===== src/rtl/xcell_pkg.sv =====
package xcell_pkg;

   // Control tag that travels beside the datapath, one per pipeline stage.
   typedef struct packed {
      logic valid;   // the operands in this stage belong to a real sample
      logic dump;    // close the period before this sample
      logic last;    // close the period including this sample
   } xc_tag_t;

   // Register stages between the input pins and the accumulators.
   localparam int XC_PIPE_STAGES = 3;

endpackage


===== src/rtl/xcell_int_ctrl.sv =====
module xcell_int_ctrl
   import xcell_pkg::*;
#(
   parameter int LEN_W = 15
) (
   input  logic             clk,
   input  logic             rst,
   input  logic             in_valid,
   input  logic             in_dump,
   input  logic [LEN_W-1:0] int_len,
   output xc_tag_t          tag_d
);

   localparam logic [LEN_W:0]   ONE_X = (LEN_W+1)'(1);
   localparam logic [LEN_W-1:0] ONE_C = LEN_W'(1);

   logic [LEN_W-1:0] cnt_q, cnt_d;
   logic             auto_on;
   logic             reach;

   assign auto_on = (int_len != '0);
   assign reach   = (({1'b0, cnt_q} + ONE_X) >= {1'b0, int_len});

   always_comb begin
      tag_d.valid = in_valid;
      tag_d.dump  = in_dump;
      tag_d.last  = in_valid && !in_dump && auto_on && reach;
   end

   always_comb begin
      cnt_d = cnt_q;
      if (in_dump) begin
         cnt_d = in_valid ? ONE_C : '0;
      end else if (!auto_on) begin
         cnt_d = '0;
      end else if (in_valid) begin
         cnt_d = reach ? '0 : (cnt_q + ONE_C);
      end
   end

   always_ff @(posedge clk) begin
      if (rst) cnt_q <= '0;
      else     cnt_q <= cnt_d;
   end

   AST_CNT_CAP: assert property (@(posedge clk) disable iff (rst)
      ($stable(int_len) && int_len != '0 && $past(cnt_q) <= int_len) |-> cnt_q <= int_len)
      else $error("count ran past the integration length");

   AST_DUMP_RESTART: assert property (@(posedge clk) disable iff (rst)
      in_dump |=> cnt_q <= ONE_C)
      else $error("dump did not restart the sample count");

endmodule


===== src/rtl/xcell_cmult.sv =====
module xcell_cmult #(
   parameter int DATA_W = 16,
   parameter bit MIRROR = 1'b0,
   localparam int PROD_W = 2 * DATA_W,
   localparam int SUM_W  = PROD_W + 1
) (
   input  logic                     clk,
   input  logic signed [DATA_W-1:0] a_re,
   input  logic signed [DATA_W-1:0] a_im,
   input  logic signed [DATA_W-1:0] b_re,
   input  logic signed [DATA_W-1:0] b_im,
   output logic signed [SUM_W-1:0]  p_re,
   output logic signed [SUM_W-1:0]  p_im
);

   // Stage: four partial products.
   logic signed [PROD_W-1:0] rr_q, ii_q, ir_q, ri_q;

   always_ff @(posedge clk) begin
      rr_q <= a_re * b_re;
      ii_q <= a_im * b_im;
      ir_q <= a_im * b_re;
      ri_q <= a_re * b_im;
   end

   logic signed [SUM_W-1:0] rr_x, ii_x, ir_x, ri_x;
   assign rr_x = {rr_q[PROD_W-1], rr_q};
   assign ii_x = {ii_q[PROD_W-1], ii_q};
   assign ir_x = {ir_q[PROD_W-1], ir_q};
   assign ri_x = {ri_q[PROD_W-1], ri_q};

   logic signed [SUM_W-1:0] im_d;

   generate
      if (MIRROR) begin : g_conj_a
         // conj(A) * B
         assign im_d = ri_x - ir_x;
      end else begin : g_conj_b
         // A * conj(B)
         assign im_d = ir_x - ri_x;
      end
   endgenerate

   // Stage: combined real and imaginary parts.
   always_ff @(posedge clk) begin
      p_re <= rr_x + ii_x;
      p_im <= im_d;
   end

endmodule


===== src/rtl/xcell_lane_acc.sv =====
module xcell_lane_acc
   import xcell_pkg::*;
#(
   parameter int SUM_W = 33,
   parameter int ACC_W = 48
) (
   input  logic                    clk,
   input  logic                    rst,
   input  xc_tag_t                 tag,
   input  logic signed [SUM_W-1:0] p_re,
   input  logic signed [SUM_W-1:0] p_im,
   output logic signed [ACC_W-1:0] vis_re,
   output logic signed [ACC_W-1:0] vis_im
);

   localparam int EXT_W = ACC_W - SUM_W;

   logic signed [ACC_W-1:0] acc_re, acc_im;
   logic signed [ACC_W-1:0] px_re, px_im;

   assign px_re = {{EXT_W{p_re[SUM_W-1]}}, p_re};
   assign px_im = {{EXT_W{p_im[SUM_W-1]}}, p_im};

   always_ff @(posedge clk) begin
      if (rst) begin
         acc_re <= '0;
         acc_im <= '0;
         vis_re <= '0;
         vis_im <= '0;
      end else if (tag.dump) begin
         vis_re <= acc_re;
         vis_im <= acc_im;
         acc_re <= tag.valid ? px_re : '0;
         acc_im <= tag.valid ? px_im : '0;
      end else if (tag.valid && tag.last) begin
         vis_re <= acc_re + px_re;
         vis_im <= acc_im + px_im;
         acc_re <= '0;
         acc_im <= '0;
      end else if (tag.valid) begin
         acc_re <= acc_re + px_re;
         acc_im <= acc_im + px_im;
      end
   end

   AST_IDLE_HOLD: assert property (@(posedge clk) disable iff (rst)
      (!tag.valid && !tag.dump) |=> ($stable(acc_re) && $stable(acc_im)))
      else $error("accumulator moved without a valid sample");

   AST_VIS_HOLD: assert property (@(posedge clk) disable iff (rst)
      !(tag.dump || tag.last) |=> ($stable(vis_re) && $stable(vis_im)))
      else $error("visibility changed without a close");

   AST_EMPTY_DUMP: assert property (@(posedge clk) disable iff (rst)
      (tag.dump && !tag.valid) |=> (acc_re == '0 && acc_im == '0))
      else $error("empty dump left a residue in the accumulator");

endmodule


===== src/rtl/xcell_dual_cmac.sv =====
module xcell_dual_cmac
   import xcell_pkg::*;
#(
   parameter int DATA_W       = 16,
   parameter int ACC_W        = 48,
   parameter int MAX_INT      = 16384,
   parameter bit LANE1_SHARED = 1'b0,
   localparam int SUM_W       = 2 * DATA_W + 1,
   localparam int LEN_W       = $clog2(MAX_INT) + 1
) (
   input  logic                     clk,
   input  logic                     rst,
   input  logic                     in_valid,
   input  logic                     in_dump,
   input  logic [LEN_W-1:0]         int_len,
   input  logic signed [DATA_W-1:0] a_re,
   input  logic signed [DATA_W-1:0] a_im,
   input  logic signed [DATA_W-1:0] b_re,
   input  logic signed [DATA_W-1:0] b_im,
   output logic                     out_valid,
   output logic signed [ACC_W-1:0]  vis0_re,
   output logic signed [ACC_W-1:0]  vis0_im,
   output logic signed [ACC_W-1:0]  vis1_re,
   output logic signed [ACC_W-1:0]  vis1_im
);

   localparam int PIPE_N = XC_PIPE_STAGES;

   // Elaboration-time parameter checks.
   generate
      if (DATA_W < 2) begin : g_chk_data
         $error("DATA_W must be at least 2");
      end
      if (ACC_W < SUM_W + 1) begin : g_chk_acc
         $error("ACC_W must exceed the product sum width");
      end
      if (MAX_INT < 1) begin : g_chk_len
         $error("MAX_INT must be at least 1");
      end
   endgenerate

   // Integration control and tag pipeline.
   xc_tag_t tag_d;
   xc_tag_t tag_q [PIPE_N];

   xcell_int_ctrl #(.LEN_W(LEN_W)) u_ctrl (
      .clk      (clk),
      .rst      (rst),
      .in_valid (in_valid),
      .in_dump  (in_dump),
      .int_len  (int_len),
      .tag_d    (tag_d)
   );

   generate
      for (genvar s = 0; s < PIPE_N; s++) begin : g_tag
         always_ff @(posedge clk) begin
            if (rst)         tag_q[s] <= '0;
            else if (s == 0) tag_q[s] <= tag_d;
            else             tag_q[s] <= tag_q[(s == 0) ? 0 : s-1];
         end
      end
   endgenerate

   // Operand register stage.
   logic signed [DATA_W-1:0] ar_q, ai_q, br_q, bi_q;

   always_ff @(posedge clk) begin
      ar_q <= a_re;
      ai_q <= a_im;
      br_q <= b_re;
      bi_q <= b_im;
   end

   // Lane 0 multiplier: A * conj(B).
   logic signed [SUM_W-1:0] l0_re, l0_im, l1_re, l1_im;

   xcell_cmult #(.DATA_W(DATA_W), .MIRROR(1'b0)) u_mul0 (
      .clk  (clk),
      .a_re (ar_q),
      .a_im (ai_q),
      .b_re (br_q),
      .b_im (bi_q),
      .p_re (l0_re),
      .p_im (l0_im)
   );

   // Lane 1: mirror channel, conj(A) * B.
   generate
      if (LANE1_SHARED) begin : g_l1_shared
         assign l1_re = l0_re;
         assign l1_im = -l0_im;
      end else begin : g_l1_own
         xcell_cmult #(.DATA_W(DATA_W), .MIRROR(1'b1)) u_mul1 (
            .clk  (clk),
            .a_re (ar_q),
            .a_im (ai_q),
            .b_re (br_q),
            .b_im (bi_q),
            .p_re (l1_re),
            .p_im (l1_im)
         );

         AST_MIRROR_RE: assert property (@(posedge clk) disable iff (rst)
            tag_q[PIPE_N-1].valid |-> (l1_re == l0_re))
            else $error("mirror lane real part differs");

         AST_MIRROR_IM: assert property (@(posedge clk) disable iff (rst)
            tag_q[PIPE_N-1].valid |-> (l1_im == -l0_im))
            else $error("mirror lane imaginary part is not conjugate");
      end
   endgenerate

   // Accumulators.
   xcell_lane_acc #(.SUM_W(SUM_W), .ACC_W(ACC_W)) u_acc0 (
      .clk    (clk),
      .rst    (rst),
      .tag    (tag_q[PIPE_N-1]),
      .p_re   (l0_re),
      .p_im   (l0_im),
      .vis_re (vis0_re),
      .vis_im (vis0_im)
   );

   xcell_lane_acc #(.SUM_W(SUM_W), .ACC_W(ACC_W)) u_acc1 (
      .clk    (clk),
      .rst    (rst),
      .tag    (tag_q[PIPE_N-1]),
      .p_re   (l1_re),
      .p_im   (l1_im),
      .vis_re (vis1_re),
      .vis_im (vis1_im)
   );

   always_ff @(posedge clk) begin
      if (rst) out_valid <= 1'b0;
      else     out_valid <= tag_q[PIPE_N-1].dump | tag_q[PIPE_N-1].last;
   end

   AST_RESET_QUIET: assert property (@(posedge clk)
      rst |=> !out_valid)
      else $error("out_valid raised out of reset");

   AST_CLOSE_LATENCY: assert property (@(posedge clk) disable iff (rst)
      out_valid |-> $past(tag_q[0].dump || tag_q[0].last, 3))
      else $error("out_valid without a close three stages earlier");

endmodule


===== config.mk =====
export PLATFORM = sky130hd
export DESIGN_NAME = xcell_dual_cmac
export DESIGN_NICKNAME = d
export VERILOG_FILES = /design/src/rtl/xcell_pkg.sv /design/src/rtl/xcell_int_ctrl.sv /design/src/rtl/xcell_cmult.sv /design/src/rtl/xcell_lane_acc.sv /design/src/rtl/xcell_dual_cmac.sv
export SDC_FILE = /design/constraint.sdc
export NUM_CORES = 2
export LEC_CHECK = 0
export ABC_AREA = 1
export BUFFER_PORTS_ARGS = -buffer_cell sky130_fd_sc_hd__buf_2
export CAP_MARGIN = 20
export CORE_MARGIN = 2
export CORE_UTILIZATION = 45
export DETAILED_ROUTE_END_ITERATION = 10
export HOLD_SLACK_MARGIN = 0.15
export SYNTH_ARGS = -nofsm -noshare
export SYNTH_HDL_FRONTEND = slang
export SYNTH_SLANG_ARGS = --single-unit
export TNS_END_PERCENT = 30

===== constraint.sdc =====
create_clock -name clk -period 5.1 [get_ports clk]
set_input_delay 0.51 -clock clk [delete_from_list [all_inputs] [get_ports clk]]
set_output_delay 0.51 -clock clk [all_outputs]
set_load 0.02 [all_outputs]

Word-level counts from Yosys, hierarchy flattened
Memories as Yosys holds them, arrays and structs flattened.
Index checks and enable logic that the tools add are counted.
- memories kept: 1
- output and inout bits: 193
- logic and storage cells: 83
- register bits after elaboration: 691
- input bits: 83
- memory bits (writable): 9
- memories (memory ; depth ; bits a word ; rd ports ; clocked after memory_dff ; wr ports ; line ; text):
    tag_q ; 3 ; 3 ; 3 ; 0 ; 3 ; xcell_dual_cmac.sv:44 ; xc_tag_t tag_q [PIPE_N];
- reductions and logical operators: 8
- magnitude comparators: 1
- add/sub/neg operators: 9
- mux-type cells: 34
- eq/ne operators: 1
- multiply operators: 4
- bitwise logic cells: 4
- operators with widths (operator ; number):
    $mux W48 ; 23
    $add A48 B33 Y48 ; 4
    $mul A16 B16 Y32 ; 4
    $sub A32 B32 Y33 ; 2
    $mux W15 ; 4
    $add A32 B32 Y33 ; 1
    $add A15 B1 Y16 const B ; 1
    $ge A16 B15 Y1 ; 1
    $add A15 B1 Y15 const B ; 1
    $reduce_bool A15 Y1 ; 1
    $mux W3 ; 3
    $logic_and A1 B1 Y1 ; 4
    $mux W1 ; 4
    $or A1 B1 Y1 ; 4
    $ne A3 B3 Y1 const B ; 1
    $reduce_bool A3 Y1 ; 1
    $reduce_bool A2 Y1 ; 1
    $logic_not A1 Y1 ; 1

Longest topological paths before layout
- depth in word-level cells: 6
- gate-level depth with buffers: 28
- gate-level depth less buffers: 27

Hierarchy
Synthesis repeated with hierarchy kept, for this count alone.
- cell total of the unflattened synthesis: 20088
- area total of the unflattened synthesis: 139588.9 µm²
- by module, submodules not included (module ; cells each ; times used ; sequential area each (µm²) ; area an instance (µm²)):
    xcell_cmult (g_l1_own.u_mul1) ; 7058 ; 1 ; 3883.7 ; 51851.0
    xcell_cmult (u_mul0) ; 6901 ; 1 ; 3883.7 ; 51282.9
    xcell_lane_acc ; 2882 ; 2 ; 3843.7 ; 16594.7
    xcell_int_ctrl ; 270 ; 1 ; 300.3 ; 1697.9
    xcell_dual_cmac ; 95 ; 1 ; 1481.4 ; 1567.8

Worst setup path after synthesis
No wires, ideal clock.
- kind: reg2reg
- from: register ar_q[15]
- to: register g_l1_own.u_mul1.rr_q[31]
- arrival time: 5.362 ns
- required time: 4.983 ns
- setup slack: -0.379 ns
- clock period less this slack: 5.479 ns
- stages on the path, launching flop included: 19
- library setup time: 0.117 ns
- buffers on the path: 1
- cell sequence: dfxtp_1 clkbuf_1 nand2_1 inv_1 fa_1 fa_1 inv_1 fa_1 inv_1 fa_1 fa_1 fa_1 ha_1 a21oi_1 o21ai_0 a221oi_1 nand2_1 o21bai_1 nand2_1
- cells in the longest elaborated chain, start to end: 1
- RTL lines (item ; line ; text):
    from (decl) ; xcell_dual_cmac.sv:66 ; logic signed [DATA_W-1:0] ar_q, ai_q, br_q, bi_q;
    from (signal assigned) ; xcell_dual_cmac.sv:69 ; ar_q <= a_re;
    $mul A16 B16 Y32 ; xcell_cmult.sv:20 ; rr_q <= a_re * b_re;
    to (signal assigned) ; xcell_cmult.sv:20 ;
    to (decl) ; xcell_cmult.sv:17 ; logic signed [PROD_W-1:0] rr_q, ii_q, ir_q, ri_q;
No other way between the ends.
A chain may end at the register's enable or synchronous reset.

Worst setup path after layout
- from: register br_q[10]
- to: register g_l1_own.u_mul1.ir_q[23]
- cells in the longest elaborated chain, start to end: 1
- RTL lines (item ; line ; text):
    from (decl) ; xcell_dual_cmac.sv:66 ;
    from (signal assigned) ; xcell_dual_cmac.sv:71 ; br_q <= b_re;
    $mul A16 B16 Y32 ; xcell_cmult.sv:22 ; ir_q <= a_im * b_re;
    to (signal assigned) ; xcell_cmult.sv:22 ;
    to (decl) ; xcell_cmult.sv:17 ;
No other way between the ends.

==> impl_results.md <==
* CP max FO at 6
* Clk_lat worst skew at 0.78 ns
* DIE HEIGHT at 441.7 um
* Layout cells sized above 1 at 0.1588
* Failing checks: setup timing
* Root Buffer: clkbuf_16
* Hold crit path type: in2reg
* Area Overhead vs Synth at 22.08%
* Slowest-stage cell, CP: fa_1
* H-tree levels at 3
* CTS tree: yes
* RSZ-0062 raised after global routing: yes
* Global Route Usage Sum at 0.3209
* Seq cells post-synth at 699
* Drt wl/cell at 20.21 um
* Antenna viol nets, final at 0
* Number of CTS-inserted buffers at 90
* Post-synth EDFFs at 0
* Fin. Hold Viols at 0
* Row count at 160
* Critical Path Start Type: flop
* Clk_skew at 0.06426 ns
* CP arrival at 6.16 ns
* Area post-placement at 96060 um2
* Die W at 441.7 um
* Achievable Freq at 182.3 MHz
* Grt ovf at 0
* CP Buf/Inv Count at 9
* Top_reg_cell synth: dfxtp_1
* Final Util at 0.5535
* Cell total after placement at 15450
* Cell Chain, Critical Path: buf_12 -> clkbuf_16 -> nand2_1 -> inv_1 -> fa_1 -> inv_1 -> fa_1 -> inv_1 -> fa_1 -> fa_2 -> fa_1 -> inv_1 -> fa_1 -> inv_1 -> ha_4 -> nand2_1 -> inv_2 -> and3_4 -> nand4_1 -> nand3_2 -> nand3_1 -> nand2_1 -> xor2_1 -> buf_4
* DR vias at 82990
* Post-route cell area at 105300 um2
* MaxCap Viol Count at 0
* Remaining DRCs at 0
* Fin. max-slew vios at 0
* # setup viols final at 80
* Final non-filler cell total at 15870
* Fin nets at 15040
* Post-synthesis async set-or-reset flop share at 0
* Die ar. at 195100 um2
* Actual slew at the worst max-slew pin at 1.060 ns
* Crit end category: flop
* Post-synthesis sequential area ratio at 0.1623
* Syn nets at 14090
* CP top delay family: adder cells
* WL final at 320600 um
* Number of global-route vias before repair at 83520
* Core Area at 190200 um2
* Dpl ws at -0.7823 ns
* CP required at 5.78 ns
* Slew Limit Headroom at 0.2936
* Syn avg cell area at 6.998 um2
* Synth Warn # at 0
* Critical R2R Launch: br_q[10]$_DFF_P_
* Worst hold start: int_len[6]
* Kind of critical path: reg2reg
* Result of the run: complete, but fails checks
* Commonest non-fill, non-tap cell in the layout: nand2_1
* Setup ws final at -0.3859 ns
* Worst Setup SP: br_q[10]$_DFF_P_
* Tmin final at 5.486 ns
* Drt pass-1 iters at 7
* Initial antenna violation count at 10
* Post-synthesis cell type count at 62
* Mapped cell area at 86230 um2
* # port buffers at 275
* DR iter-0 viols at 6450
* Largest net degree at the start of global routing at 170
* Period utilization at 1.076
* Placer Congestion at 1.005
* Clock Sinks at 699
* First-pass GRT wire length at 488200 um
* Initial Utilization at 0.4534
* Total I/O pin count at 276
* Most frequent cells in the layout: 3042 x nand2_1, 2672 x inv_1, 993 x fa_1
* Clk pin slew, worst setup/hold paths at 0.06 ns
* Filler cell count at 18450
* Synthesized instance count at 12320
* HPWL Detailed at 251700 um
* Vias per inst at 5.231
* Max stage delay on crit path at 0.53 ns
* Max Root-Sink Buffers at 3
## registers in the layout, indices dropped and copies added, names as in the netlist, 33 cells and up
register	flops
u_acc1.acc_re	48
g_l1_own.u_mul1.p_im	33
u_acc1.vis_im	48
u_acc0.acc_re	48
u_acc0.vis_re	48
u_acc1.vis_re	48
u_acc0.acc_im	48
g_l1_own.u_mul1.p_re	33
u_acc0.vis_im	48
u_acc1.acc_im	48
## layout make-up
cell class	instances	area (um2)	share of cell area
Sequential cell	699	14090	0.1339
Inverter	2798	10540	0.1001
Clock inverter	55	684.4	0.006501
Clock buffer	112	2445	0.02322
Multi-Input combinational cell	8409	63070	0.5991
Antenna cell	1	2.502	0.00002377
Tap cell	2511	3142	0.02984
Timing Repair Buffer	1280	11290	0.1072
## synth_stat cells (14+ instances only)
library cell     n  area share
nand2_1       3165        0.14
inv_1         2791        0.12
fa_1          1055        0.24
a21oi_1        840       0.049
nor2_1         781       0.034
dfxtp_1        699        0.16
ha_1           628       0.091
o21ai_0        519       0.030
nand3_1        441       0.026
clkbuf_1       337       0.015
nand4_1        206       0.015
xor2_1         168       0.017
o21bai_1        91      0.0079
xnor2_1         77      0.0078
nand3b_1        76      0.0066
a31oi_1         68      0.0049
or2_2           45      0.0033
a22o_1          44      0.0045
nor3_1          44      0.0026
buf_2           39      0.0023
buf_1           26      0.0011
a21o_1          24      0.0021
o21ai_1         14     0.00081
## tightest hold or removal path, stage by stage
cell and delay, ns:
buf_2 0.09, nor4_1 0.04, nand4_1 0.20, nand4_1 0.13, inv_1 0.06
## timing repair
item                       4_1_cts  5_1_grt
setup buffers                   78       78
resized for setup              506      412
setup endpoints to repair       85       91
hold buffers                    67        0
hold endpoints to repair        71        0
gates cloned                    21        9
pin swaps                      191      244
## worst paths after layout
path / cells past startpoint / slack, ns / end
worst max-delay path: 24 / -0.39 / g_l1_own.u_mul1.ir_q[23]$_DFF_P_
worst min-delay path: 5 / 0.29 / tag_q[0][0]$_SDFF_PP0_
worst max register to register: 24 / -0.39 / g_l1_own.u_mul1.ir_q[23]$_DFF_P_
worst min register to register: 2 / 0.41 / tag_q[1][1]$_SDFF_PP0_
## per-stage QoR
step,setup TNS (ns),hold slack [ns]
floorplan,-0.1845,0.3883
global placement,-31.47,0.3942
detailed placement,-36.13,0.3989
CTS,-17.69,0.2479
global route,-32.22,0.2961
finish,-18.66,0.2884
## layer usage
layer	track usage	routed length [um]	up-vias
li1	-	-	39520
met1	0.4272	136800	40400
met2	0.5304	148900	2568
met3	0.04006	19420	496
met4	0.1257	15480	6
met5	0	38	-
## cell families after synthesis
family / Yosys count / share of synthesized area
adder cells (fa/ha/maj): 1683 / 0.3361
buffers and inverters: 3214 / 0.1409
AO/OA/AOI/OAI: 1673 / 0.1063
flip-flops: 699 / 0.1623
AND/OR/NAND/NOR: 4808 / 0.2296
XOR/XNOR: 245 / 0.02489
Power is not shown: default switching activity piles up to over one toggle a cycle in this logic, so the estimate is an artifact.
